--- config.mk ---
export PLATFORM = sky130hd
export DESIGN_NAME = tirq_hub
export DESIGN_NICKNAME = d
export VERILOG_FILES = /design/src/rtl/tirq_pkg.sv /design/src/rtl/tirq_status.sv /design/src/rtl/tirq_route.sv /design/src/rtl/tirq_legacy.sv /design/src/rtl/tirq_hub.sv
export SDC_FILE = /design/constraint.sdc
export NUM_CORES = 1
export LEC_CHECK = 0
export ABC_AREA = 1
export CAP_MARGIN = 20
export CORE_MARGIN = 5
export CORE_UTILIZATION = 55
export DETAILED_ROUTE_END_ITERATION = 7
export GPL_TIMING_DRIVEN = 0
export PLACE_DENSITY = 0.95
export SLEW_MARGIN = 20
export SYNTH_ARGS = -nofsm -noshare
export SYNTH_HDL_FRONTEND = slang
export SYNTH_SLANG_ARGS = --single-unit
--- constraint.sdc ---
create_clock -name clk -period 3.3 [get_ports clk]
set_clock_uncertainty 0.2 [all_clocks]
set_input_delay 0.66 -clock clk [delete_from_list [all_inputs] [get_ports clk]]
set_output_delay 0.66 -clock clk [all_outputs]
set_load 0.02 [all_outputs]
--- src/rtl/tirq_pkg.sv ---
package tirq_pkg;
  // fixed lines used by legacy routing and legacy pass-through
  localparam int unsigned LEG_LINE_TICK = 0;
  localparam int unsigned LEG_LINE_CLK  = 8;

  typedef enum logic {
    TRIG_EDGE  = 1'b0,
    TRIG_LEVEL = 1'b1
  } trig_e;
endpackage

--- src/rtl/tirq_status.sv ---
module tirq_status #(
  parameter int unsigned NCH = 8
) (
  input  logic           clk,
  input  logic           rst_n,
  input  logic [NCH-1:0] fire_i,
  input  logic [NCH-1:0] ch_en_i,
  input  logic [NCH-1:0] ch_level_i,
  input  logic           glb_en_i,
  input  logic           clr_we_i,
  input  logic [NCH-1:0] clr_data_i,
  output logic [NCH-1:0] act_o
);
  import tirq_pkg::*;

  logic [NCH-1:0] status_q, status_d;
  logic [NCH-1:0] pulse_q, pulse_d;
  logic [NCH-1:0] clr_hit;

  assign clr_hit = clr_we_i ? clr_data_i : '0;

  always_comb begin
    for (int c = 0; c < NCH; c++) begin
      if (trig_e'(ch_level_i[c]) == TRIG_LEVEL) begin
        // a fresh fire takes priority over a clear in the same cycle
        status_d[c] = fire_i[c] | (status_q[c] & ~clr_hit[c]);
        pulse_d[c]  = 1'b0;
      end else begin
        // edge type never holds status; leaving level type drops it
        status_d[c] = 1'b0;
        pulse_d[c]  = fire_i[c] & ch_en_i[c] & glb_en_i;
      end
    end
  end

  always_ff @(posedge clk or negedge rst_n) begin
    if (!rst_n) begin
      status_q <= '0;
      pulse_q  <= '0;
    end else begin
      status_q <= status_d;
      pulse_q  <= pulse_d;
    end
  end

  always_comb begin
    for (int c = 0; c < NCH; c++) begin
      if (trig_e'(ch_level_i[c]) == TRIG_LEVEL)
        act_o[c] = status_q[c] & ch_en_i[c] & glb_en_i;
      else
        act_o[c] = pulse_q[c] & ch_en_i[c] & glb_en_i;
    end
  end

  AST_GLB_OFF: assert property (@(posedge clk) disable iff (!rst_n)
    !glb_en_i |-> (act_o == '0));

  for (genvar c = 0; c < NCH; c++) begin : g_chk
    AST_LEVEL_SET: assert property (@(posedge clk) disable iff (!rst_n)
      (fire_i[c] && ch_level_i[c]) |=> status_q[c]);
    AST_EDGE_CLEAN: assert property (@(posedge clk) disable iff (!rst_n)
      (fire_i[c] && !ch_level_i[c]) |=> !status_q[c]);
    AST_CLR_ONE: assert property (@(posedge clk) disable iff (!rst_n)
      (status_q[c] && clr_we_i && clr_data_i[c] && !fire_i[c]) |=> !status_q[c]);
    AST_CLR_ZERO: assert property (@(posedge clk) disable iff (!rst_n)
      (status_q[c] && ch_level_i[c] && !(clr_we_i && clr_data_i[c])) |=> status_q[c]);
    AST_PULSE_ONE: assert property (@(posedge clk) disable iff (!rst_n)
      (pulse_q[c] && !fire_i[c]) |=> !pulse_q[c]);
  end
endmodule

--- src/rtl/tirq_route.sv ---
module tirq_route #(
  parameter int unsigned NCH    = 8,
  parameter int unsigned NLINES = 32,
  parameter int unsigned RW     = $clog2(NLINES)
) (
  input  logic [NCH-1:0]    act_i,
  input  logic [NCH*RW-1:0] ch_route_i,
  input  logic              legacy_i,
  output logic [NLINES-1:0] lines_o
);
  import tirq_pkg::*;

  logic [RW-1:0]     dest [NCH];
  logic [NLINES-1:0] sel  [NCH];

  for (genvar c = 0; c < NCH; c++) begin : g_dest
    if (c == 0) begin : g_fix0
      always_comb
        dest[c] = legacy_i ? RW'(LEG_LINE_TICK) : ch_route_i[c*RW +: RW];
    end else if (c == 1) begin : g_fix1
      always_comb
        dest[c] = legacy_i ? RW'(LEG_LINE_CLK) : ch_route_i[c*RW +: RW];
    end else begin : g_free
      always_comb dest[c] = ch_route_i[c*RW +: RW];
    end
    always_comb
      sel[c] = act_i[c] ? (NLINES'(1) << dest[c]) : '0;
  end

  always_comb begin
    lines_o = '0;
    for (int c = 0; c < NCH; c++) lines_o = lines_o | sel[c];
  end
endmodule

--- src/rtl/tirq_legacy.sv ---
module tirq_legacy #(
  parameter int unsigned NLINES = 32
) (
  input  logic              clk,
  input  logic              rst_n,
  input  logic              pit_tick_i,
  input  logic              rtc_irq_i,
  input  logic              legacy_i,
  output logic [NLINES-1:0] lines_o,
  output logic              pit_en_o
);
  import tirq_pkg::*;

  logic tick_q, tick_d;
  logic clk_lvl_q, clk_lvl_d;

  // the clock level is captured in every mode
  always_comb begin
    tick_d    = pit_tick_i;
    clk_lvl_d = rtc_irq_i;
  end

  always_ff @(posedge clk or negedge rst_n) begin
    if (!rst_n) begin
      tick_q    <= 1'b0;
      clk_lvl_q <= 1'b0;
    end else begin
      tick_q    <= tick_d;
      clk_lvl_q <= clk_lvl_d;
    end
  end

  always_comb begin
    lines_o = '0;
    if (!legacy_i) begin
      lines_o[LEG_LINE_TICK] = tick_q;
      lines_o[LEG_LINE_CLK]  = clk_lvl_q;
    end
  end

  assign pit_en_o = ~legacy_i;
endmodule

--- src/rtl/tirq_hub.sv ---
module tirq_hub #(
  parameter int unsigned NCH    = 8,
  parameter int unsigned NLINES = 32,
  parameter int unsigned RW     = $clog2(NLINES)
) (
  input  logic              clk,
  input  logic              rst_n,
  input  logic [NCH-1:0]    fire_i,
  input  logic [NCH-1:0]    ch_en_i,
  input  logic [NCH-1:0]    ch_level_i,
  input  logic [NCH*RW-1:0] ch_route_i,
  input  logic              glb_en_i,
  input  logic              legacy_i,
  input  logic              clr_we_i,
  input  logic [NCH-1:0]    clr_data_i,
  input  logic              pit_tick_i,
  input  logic              rtc_irq_i,
  output logic [NLINES-1:0] irq_o,
  output logic              pit_en_o
);
  import tirq_pkg::*;

  logic [NCH-1:0]    ch_act;
  logic [NLINES-1:0] ch_lines;
  logic [NLINES-1:0] leg_lines;

  tirq_status #(.NCH(NCH)) u_status (
    .clk        (clk),
    .rst_n      (rst_n),
    .fire_i     (fire_i),
    .ch_en_i    (ch_en_i),
    .ch_level_i (ch_level_i),
    .glb_en_i   (glb_en_i),
    .clr_we_i   (clr_we_i),
    .clr_data_i (clr_data_i),
    .act_o      (ch_act)
  );

  tirq_route #(.NCH(NCH), .NLINES(NLINES), .RW(RW)) u_route (
    .act_i      (ch_act),
    .ch_route_i (ch_route_i),
    .legacy_i   (legacy_i),
    .lines_o    (ch_lines)
  );

  tirq_legacy #(.NLINES(NLINES)) u_legacy (
    .clk        (clk),
    .rst_n      (rst_n),
    .pit_tick_i (pit_tick_i),
    .rtc_irq_i  (rtc_irq_i),
    .legacy_i   (legacy_i),
    .lines_o    (leg_lines),
    .pit_en_o   (pit_en_o)
  );

  assign irq_o = ch_lines | leg_lines;

  AST_LEG_CH0: assert property (@(posedge clk) disable iff (!rst_n)
    (legacy_i && ch_act[0]) |-> irq_o[LEG_LINE_TICK]);
  AST_LEG_CH1: assert property (@(posedge clk) disable iff (!rst_n)
    (legacy_i && ch_act[1]) |-> irq_o[LEG_LINE_CLK]);
  AST_NO_SPURIOUS: assert property (@(posedge clk) disable iff (!rst_n)
    (legacy_i && ch_act == '0) |-> (irq_o == '0));
endmodule

==> impl_metrics.env <==
export IMPL_root_buffer="clkbuf_8"
export IMPL_dieArea_um2=9630
export IMPL_syn_area_per_cell_um2=4.66
export IMPL_endpoint_kind="output port"
export IMPL_firstDrtPassIters=8
export IMPL_postCtsHoldBufs=0
export IMPL_cp_slowest_cell="clkdlybuf4s50_1"
export IMPL_timing_final_crit_share_pct=99.4
export IMPL_hold_viol=0
export IMPL_cp_buffers_inverters=3
export IMPL_synthSimpleGateAreaFrac_pct=76.1
export IMPL_synth_xor_area_share_pct=0
export IMPL_cp_top_family="buffers and inverters"
export IMPL_insertion_delay_ps=250
export IMPL_vias=6158
export IMPL_p_leak_nw=3.15
export IMPL_antenna_found_initial=0
export IMPL_synth_warnings=0
export IMPL_synth_cell_area_um2=4270
export IMPL_cts_inserted_buffers=3
export IMPL_drtAntennaViolNets=0
export IMPL_holdCritPathClass="flop to flop"
export IMPL_setup_viol=0
export IMPL_synth_distinct_cells=27
export IMPL_finalInstanceArea_um2=5560
export IMPL_tightest_slew_ps=815
export IMPL_cts_tree="built"
export IMPL_synth_seq_area_share_pct=10.5
export IMPL_min_period_ps=3280
export IMPL_cp_start_kind="input port"
export IMPL_synth_nets=996
export IMPL_fp_dieH_um=98.2
export IMPL_clock_sinks=18
export IMPL_ys_ff_latch=18
export IMPL_synth_edf_count=0
export IMPL_dpl_hpwl_um=14100
export IMPL_synth_area_leaders="nand2_1 37%, nor2_1 20%, dfrtp_1 11%"
export IMPL_final_cells=1141
export IMPL_tns_ps=0
export IMPL_cp_arrival_ps=2420
export IMPL_worstPathRequired_ps=2440
export IMPL_placed_cells=1122
export IMPL_max_stage_delay_ps=520
export IMPL_dp_slack_ps=-433
export IMPL_cp_common_cell="nand2_1"
export IMPL_power_mw=0.780
export IMPL_dpl_cell_area_um2=5430
export IMPL_max_freq_ghz=0.305
export IMPL_vias_per_cell=5.40
export IMPL_synth_top_family_by_area="simple AND/OR/NAND/NOR gates"
export IMPL_yosys_area_share_adder_pct=0
export IMPL_htree_levels=1
export IMPL_drv_slew=0
export IMPL_synth_ff_type="dfrtp_1"
export IMPL_grt_overflow=0
export IMPL_setup_ws_ps=20.9
export IMPL_async_reset_ff_share_pct=100
export IMPL_nets=1120
export IMPL_crit_fanout=5
export IMPL_vdd_drop_max_mv=0.199
export IMPL_critPathKind="input port to output port"
export IMPL_grt_pass1_vias=5425
export IMPL_initial_core_util_pct=55.9
export IMPL_num_rows=32
export IMPL_drive_above_1_share_pct=12.0
export IMPL_wl_per_cell_um=15.3
export IMPL_core_area_um2=7650
export IMPL_grt_pass1_wl_um=26500
export IMPL_drc_errors=0
export IMPL_dieWidth_um=98.2
export IMPL_postRouteWirelength_um=17400
export IMPL_clk_pin_slew_ps=60
export IMPL_maxSlewHeadroom_pct=45.5
export IMPL_holdWs_ps=327
export IMPL_io_buffers=103
export IMPL_cts_max_path_buffers=2
export IMPL_ios=112
export IMPL_grt_usage_pct=33.7
export IMPL_utilization_pct=72.7
export IMPL_syn2layout_area_growth_pct=30.0
export IMPL_antennaDiodeCount=0
export IMPL_status="finished clean"
export IMPL_synth_compound_area_share_pct=2.75
export IMPL_powerDensity_nw_per_um2=140
export IMPL_synth_top_cell_area_share_pct=37.2
export IMPL_grt_max_degree=19
export IMPL_muxShareOfSynthArea_pct=0
export IMPL_syn_inst=917
export IMPL_synth_area_leader_cell="nand2_1"
export IMPL_gp_congestion=1.01
export IMPL_path_cells="clkdlybuf4s50_1 -> nor2_1 -> nor2_4 -> nand2_1 -> nor2_4 -> buf_6 -> nand2_1 -> nand2_1 -> nor2_1 -> nand2_1 -> clkdlybuf4s15_2"
export IMPL_first_iter_violations=681
export IMPL_maxCapViolCount=0
## final timing paths
path	startpoint	end	slack, ps	cells after the start
max	ch_level_i[1]	irq_o[16]	20	11
min in group asynchronous	rst_n	u_status.status_q[2]$_DFF_PN0_	680	1
max reg2reg	u_status.status_q[4]$_DFF_PN0_	u_status.status_q[4]$_DFF_PN0_	2330	3
min reg2reg	u_status.status_q[6]$_DFF_PN0_	u_status.status_q[6]$_DFF_PN0_	330	2
max in group asynchronous	rst_n	u_status.pulse_q[0]$_DFF_PN0_	1710	1
min	u_status.status_q[6]$_DFF_PN0_	u_status.status_q[6]$_DFF_PN0_	330	2
## what timing repair did
| item | CTS | global route |
|---|---|---|
| setup buffers | 2 | 12 |
| pin swaps | 2 | 8 |
| resized for setup | 71 | 61 |
| cloned | 0 | 2 |
| endpoints found under the setup margin | 32 | 32 |
## cell usage after synthesis (6+ instances only)
cell type / instances
nand3_1: 85
nor2_1: 226
nor3_1: 8
buf_2: 11
inv_1: 57
nor2_4: 10
dfrtp_1: 18
buf_4: 12
nand2_1: 424
nand4_1: 13
a21oi_1: 8
o21ai_0: 6
## worst reg2reg max path: stages (launching register included)
cell     delay [ps]
dfrtp_1         360
inv_1            60
a21oi_1          50
o21a_1          200
## area by class of cell
type                       instances  area, um^2
buffer                            29         225
clock buffer                       3        41.3
fill                             736        2090
inverter                          67         256
multi-input combinational        803        3440
sequential                        18         450
tap                              102         128
timing repair buffer             119        1020
## flip-flops by register name, summed over array words and instances (netlist names)
| signal | cells |
|---|---|
| u_status.pulse_q | 8 |
| u_status.status_q | 8 |
| u_legacy.clk_lvl_q | 1 |
| u_legacy.tick_q | 1 |
## logic make-up (layout without fill, tap and decap cells)
group | Yosys count | after routing
AOI/OAI and AO/OA | 20 | 20
buffers and inverters | 96 | 218
and+or+nand+nor | 783 | 783
DFF | 18 | 18
## report_power, final
| part | leakage (nW) | switching, mW | internal, mW |
|---|---|---|---|
| sequential | 0.234 | 0.00366 | 0.231 |
| combinational | 2.90 | 0.245 | 0.152 |
| clock | 0.0216 | 0.0670 | 0.0810 |
## metal layers
| metal | wire (um) | GRT usage (%) |
|---|---|---|
| met1 | 7000 | 47.5 |
| met2 | 7730 | 54.6 |
| met3 | 2200 | 4.50 |
| met4 | 482 | 8.19 |
| met5 | 0 | 0 |
## cell usage in the layout, fill, tap and decap left out, types with 2 or more instances in the layout
cell and count:
nand2_1 422, nor2_1 217, nand3_1 84, clkdlybuf4s50_1 66, inv_1 57, clkbuf_2 24
buf_4 21, dfrtp_1 18, buf_2 14, nand4_1 13, nor2_4 11, buf_6 11
nor2_2 11, a21oi_1 8, nand2_2 7, o21ai_0 6, nor3_1 5, inv_2 4
o21a_1 4, dlygate4sd2_1 4, clkinv_1 3, nand3_2 3, nor3_2 3, clkbuf_8 3
dlymetal6s2s_1 3, clkinv_2 2, nand2_4 2, nand3_4 2, clkbuf_1 2, nor3b_1 2
clkdlybuf4s15_2 2
No activity file was read; power rests on OpenSTA's default activity.
